--- src/rtl/psram_pkg.sv ---
// Shared types and constants of the pseudo-static RAM model.
package psram_pkg;
    localparam int LANES       = 2;
    localparam int LANE_W      = 8;
    localparam int WORD_W      = LANES * LANE_W;
    localparam int DUMMY_READS = 3;

    typedef enum logic [1:0] {
        ST_WAIT  = 2'd0,
        ST_DUMMY = 2'd1,
        ST_READY = 2'd2
    } init_st_t;
endpackage

--- src/rtl/psram_init_ctrl.sv ---
// Power-up / re-initialization sequencer.
// Requires WAIT_CYC edges with cs_n and mode high, then DUMMY_READS falling
// chip-select reads with we_n and mode high. Any deselect with mode low
// (data-losing standby) restarts the sequence and requests a wipe.
// Assumes inputs are synchronous to clk.
module psram_init_ctrl
    import psram_pkg::*;
#(
    parameter int WAIT_CYC = 10000
) (
    input  logic clk,
    input  logic rst_n,
    input  logic cs_n,
    input  logic we_n,
    input  logic mode,
    output logic ready,
    output logic wipe
);
    localparam int WCW = (WAIT_CYC > 1) ? $clog2(WAIT_CYC) : 1;
    localparam int RCW = $clog2(DUMMY_READS + 1);

    init_st_t        st;
    logic [WCW-1:0]  wcnt;
    logic [RCW-1:0]  rcnt;
    logic            cs_prev;
    logic            dummy_rd;

    assign wipe     = cs_n && !mode;
    assign dummy_rd = cs_prev && !cs_n && we_n && mode;
    assign ready    = (st == ST_READY);

    // Sequence state, quiet-time counter and dummy-read counter.
    always_ff @(posedge clk) begin
        if (!rst_n) begin
            st      <= ST_WAIT;
            wcnt    <= '0;
            rcnt    <= '0;
            cs_prev <= 1'b1;
        end else begin
            cs_prev <= cs_n;
            if (wipe) begin
                st   <= ST_WAIT;
                wcnt <= '0;
                rcnt <= '0;
            end else begin
                unique case (st)
                    ST_WAIT: begin
                        if (cs_n && mode) begin
                            if (wcnt == WCW'(WAIT_CYC - 1)) begin
                                st   <= ST_DUMMY;
                                rcnt <= '0;
                            end else begin
                                wcnt <= wcnt + 1'b1;
                            end
                        end else begin
                            wcnt <= '0;
                        end
                    end
                    ST_DUMMY: begin
                        if (dummy_rd) begin
                            if (rcnt == RCW'(DUMMY_READS - 1)) st <= ST_READY;
                            else                              rcnt <= rcnt + 1'b1;
                        end
                    end
                    default: st <= st;
                endcase
            end
        end
    end
endmodule

--- config.mk ---
export PLATFORM = sky130hd
export DESIGN_NAME = psram_init_ctrl
export DESIGN_NICKNAME = d
export VERILOG_FILES = /design/src/rtl/psram_pkg.sv /design/src/rtl/psram_init_ctrl.sv
export SDC_FILE = /design/constraint.sdc
export NUM_CORES = 1
export LEC_CHECK = 0
export CORE_ASPECT_RATIO = 1.25
export CORE_MARGIN = 10
export CORE_UTILIZATION = 54
export CTS_BUF_LIST = sky130_fd_sc_hd__clkbuf_2
export CTS_CLUSTER_SIZE = 30
export DETAILED_ROUTE_END_ITERATION = 8
export PLACE_DENSITY = 0.82
export SKIP_CTS_REPAIR_TIMING = 1
export SLEW_MARGIN = 5
export SYNTH_ARGS = -nofsm -noshare
export SYNTH_HDL_FRONTEND = slang
export SYNTH_SLANG_ARGS = --single-unit
--- constraint.sdc ---
create_clock -name clk -period 1.65 [get_ports clk]
set_input_delay 0.33 -clock clk [delete_from_list [all_inputs] [get_ports clk]]
set_output_delay 0.33 -clock clk [all_outputs]
set_load 0.05 [all_outputs]
Word-level counts from Yosys, hierarchy flattened
Index checks and enable logic that the tools add are counted.
- bits in registers: 19
- bits in latches: 0
- bits in writable memories: 0
- memory bits (read-only): 0
- input bits: 5
- output and inout bits: 2
- word-level logic and storage cells: 42
- memories kept: 0
- add/subtract/negate cells: 2
- multiply operators: 0
- div/mod/pow operators: 0
- magnitude comparators: 0
- equality and inequality tests: 10
- shifts and indexed selects: 0
- multiplexer cells: 12
- bitwise operators: 1
- reductions and logical operators: 13
- operators with widths (operator ; number):
    2-to-1 mux 14 bit ; 2
    2-to-1 mux 2 bit ; 8
    adder 14 x 1 -> 14 bit, second input constant ; 1
    equality test 14 bit, second input constant ; 1
    != test 2 bit, second input constant ; 6
    AND reduction 5 bit ; 2
    case mux 2 bit (2 select lines) ; 2
    logical AND 1 bit ; 5
    equality test 2 bit, second input constant ; 2
    adder 2 x 1 -> 2 bit, second input constant ; 1
    equality test 2 x 1 -> 1 bit, second input constant ; 1
    logical NOT 1 bit ; 2
    logical NOT 2 bit ; 1
    AND reduction 2 bit ; 1
    nonzero test 2 bit ; 1
    OR reduction 2 bit ; 1
    NOT 1 bit ; 1

Logic depth before layout (Yosys ltp)
- depth after elaboration: 6
- gate-level depth with buffers: 7
- mapped depth without buffers: 6

Worst setup path after synthesis
No wires, ideal clock.
- path kind: flip-flop to output port
- start: reg st[1]
- end: out ready
- data arrival time: 1.300 ns
- data required time: 1.320 ns
- slack: 0.020 ns
- stages on the path, launching flop included: 3
- buffers on the path: 1
- path through: dfxtp_1 > clkbuf_1 > nor2b_1
- longest elaborated chain between the ends: 1
- ends and longest elaborated chain (element ; line ; RTL):
    from (decl) ; psram_init_ctrl.sv:22 ; init_st_t st;
    from (signal assigned) ; psram_init_ctrl.sv:65 ; default: st <= st;
    equality test 2 bit ; psram_init_ctrl.sv:30 ; assign ready = (st == ST_READY);
    to (decl) ; psram_init_ctrl.sv:16 ; output logic ready,
No other way between the ends.

Final worst setup path
- start: reg wcnt[5]
- end: reg wcnt[10]
- longest elaborated chain between the ends: 3
- elaborated cells between the ends (all ways): 6
- classes of those cells: add/sub (1); eq/ne (2); mux (2); reduce/logical (1)
- ends and longest elaborated chain (element ; line ; RTL):
    from (decl) ; psram_init_ctrl.sv:23 ; logic [WCW-1:0] wcnt;
    from (signal assigned) ; psram_init_ctrl.sv:53 ; wcnt <= wcnt + 1'b1;
    adder 14 x 1 -> 14 bit or equality test 14 bit (tied branches) ; psram_init_ctrl.sv:53, psram_init_ctrl.sv:49 ;
    2-to-1 mux 14 bit or != test 2 bit (tied branches) ; - ;
    2-to-1 mux 14 bit or AND reduction 2 bit (tied branches) ; - ;
Parallel ways exist; a longest one is shown, timed or not. The select of a mux whose other input is x is not followed.
A chain may end at the register's enable or synchronous reset.

==> results.md <==
- Status: finished clean
- Final hold vios: 0
- Maximum vdd drop: 0.498 mV
- CP max-delay cell: dfxtp_1
- Final instance area: between 0.0015 and 0.002 sq mm
- Drt pass-1 iters: 4
- Leakage: 0.654 nW
- Total Wirelength: around 3400 um
- Placer Congestion: 0.894
- Crit Path Class: reg -> reg
- Met3 GRT Util: slightly below 4%
- Die Y: 71.3 um
- Seq/Total Area, Yosys: 33.4%
- Number of cell rows: 18
- Setup crit start kind: register
- Number of global-route vias before repair: about 1200
- DR DRC count: 0
- Total number of vias: 1284
- Critical Path Max Stage Delay: 460 ps
- Ys Warns: 0
- Crit Path Max Fanout: 7
- Crit path capture type: register
- Initial antenna violation count: 0
- Fraction of layout cells with a size suffix above 1: 34.9%
- Mapped Avg Cell Area: 8.24 sq um
- Ys async rst share: 0%
- Util after Layout: 78.7%
- Post-Syn Area: 0.00114 sq mm
- Top cells by count, synth: dfxtp_1 (19), nand2_1 (13), nand3_1 (10), nor2_1 (10), inv_1 (7)
- Final setup violation count: 0
- Slew headroom: 76.6%
- P&R area growth vs syn: 37.1%
- Pwr dens: 513 mW/mm^2
- Worst-skew pair later-pin latency: 330 ps
- Yosys reg bits: 19
- Post-DP Area: 0.00143 sq mm
- CTS HTree Levels: 1
- First-pass GRT wire length: between 5000 and 6000 um
- Worst-path cell chain: and4b_4, and4b_2, buf_4, o311ai_2, o21ai_0
- Clock slew at reported path FFs: 200 ps
- Core footprint: 0.00198 sq mm
- Number of max-cap violations: 0
- Pins over their slew limit: 0
- Grt peak-use layer: met2
- Cts bufs inserted: 3
- DRT iter0 DRCs: 76
- Final Cycle Share: between 90% and 100%
- Clock tree buffer depth: 2
- Most common cell in the netlist: dfxtp_1
- GRT Total Usage: ~16%
- Post-DRT Antenna Nets: 0
- Yosys top cell area share: 33.4%
- Congestion Overflow GR: 0
- Final WS setup: 24.3 ps
- Fill cell count: around 130
- Post-synth top area cell: dfxtp_1
- Setup WS pre-CTS: -414 ps
- Storage cell area: 392 sq um
- Via density: 6.69
- Gate Count Post-Synth: around 140
- Met2 Track Usage GR: 27.0%
- Antenna diodes: 0
- Buffers added on ports: 6
- Ranking of synthesized cells by area: dfxtp_1 (33%), nand3_1 (4.4%), nand2_1 (4.3%)
- Maximum clock frequency: 615 MHz
- M1 GR Usage: between 10% and 20%
- CTS root buffer: clkbuf_2
- Footprint of the multi-input gates: 754 sq um
- Post-synth cell types: 44
- Total die area: 0.00435 sq mm
- Avg WL per Cell: 17.9 um
- Initial core utilization: 57.4%
- CTS tree: done
- Pin count of the biggest net entering global routing: 16
- DIE WIDTH: 61.1 um
- CP Data Required Time: 1880 ps
- Setup Skew: 14.7 ps
- Min-Delay Path Class: in -> reg
- IO Count: 7
- Hpwl dp: about 2500 um
- Primary FF master, synth: dfxtp_1
- Worst-Margin Slew: 351 ps
- RSZ-0062 raised after global routing: yes
- EDFF count, synth: 0
- CP arrival: around 1900 ps
- Net Count, Synth: 145
- Final Critical Period: 1630 ps
- Clock sink count: 19
- Nets: 180
-- layer usage --
layer / vias up / share of wire [%]
met2: 41 / 54
li1: 599 / -
met1: 628 / 38
met5: - / 0
met4: 0 / 3.8
met3: 16 / 4.1
-- placed cells by master, fill, tap and decap left out, drive strengths merged, types with 2 or more instances in the layout --
cell and instances:
nor2 10, nor2b 2, o32ai 2, a41o 2, and4b 2, o21ai 5
clkdlybuf4s50 2, ha 2, nand4b 4, nand2 13, or3 3, nand2b 2
o22ai 5, nand4 3, and4 3, a21oi 3, clkbuf 4, nand3 10
a211oi 4, o311ai 2, dfxtp 19, a311oi 2, nor3b 2, dlymetal6s2s 2
nor4 3, a32o 3, nor3 4, and3 3, inv 7, buf 34
-- power by group --
part | leakage, nW | switching (W) | internal [W]
Sequential | 0.157 | 0.00000193 | 0.000460
Clock | 0.0166 | 0.000156 | 0.0000642
Combinational | 0.480 | 0.0000578 | 0.0000591
Total | 0.654 | 0.000216 | 0.000584
-- through the flow --
stage / cells / hold WS, ps / power, W / setup TNS [ps]
after detailed placement: 186 / 505 / 0.000582 / -4640
after CTS: 190 / 530 / 0.000793 / -188
after global routing: 192 / 420 / 0.000830 / -144
final: 192 / 413 / 0.000800 / 0
after global placement: 186 / 468 / 0.000579 / -3700
after floorplan: 138 / 404 / 0.000521 / 0
-- final cells by class --
class,instances,area share (%)
well taps,20,1.61
clock buffers,4,1.28
multi-input cells,104,48.4
repair buffers,38,21.9
inverters,7,1.69
flip-flops and latches,19,25.1
-- logic make-up after synthesis --
logic type                 Yosys count  synth area share (%)
DFF                                 19                  33.4
muxes                                1                 0.880
buffers and inverters               15                  6.49
and+or+nand+nor                     67                  34.3
AOI/OAI and AO/OA                   34                  22.7
adders and majority gates            2                  2.20
-- path summary, 6_finish.rpt --
path                                from        to  slack (ps)  depth (start not counted)
worst max-delay path             wcnt[5]  wcnt[10]          20                          5
worst min register to register  wcnt[13]  wcnt[13]         520                          2
worst min-delay path                cs_n   cs_prev         410                          3
worst max register to register   wcnt[5]  wcnt[10]          20                          5
-- critical path, delay by kind of cell, from the launching register on --
kind,cells,cell delay [ps]
flops,1,460
compound gates,2,360
buf+inv,1,170
simple gates,2,530
-- registers in the layout, indices dropped and copies added, names as in the netlist --
name and flops:
cs_prev 1, wcnt 14, st 2, rcnt 2
Note: power is estimated with default switching activity, not from simulation.
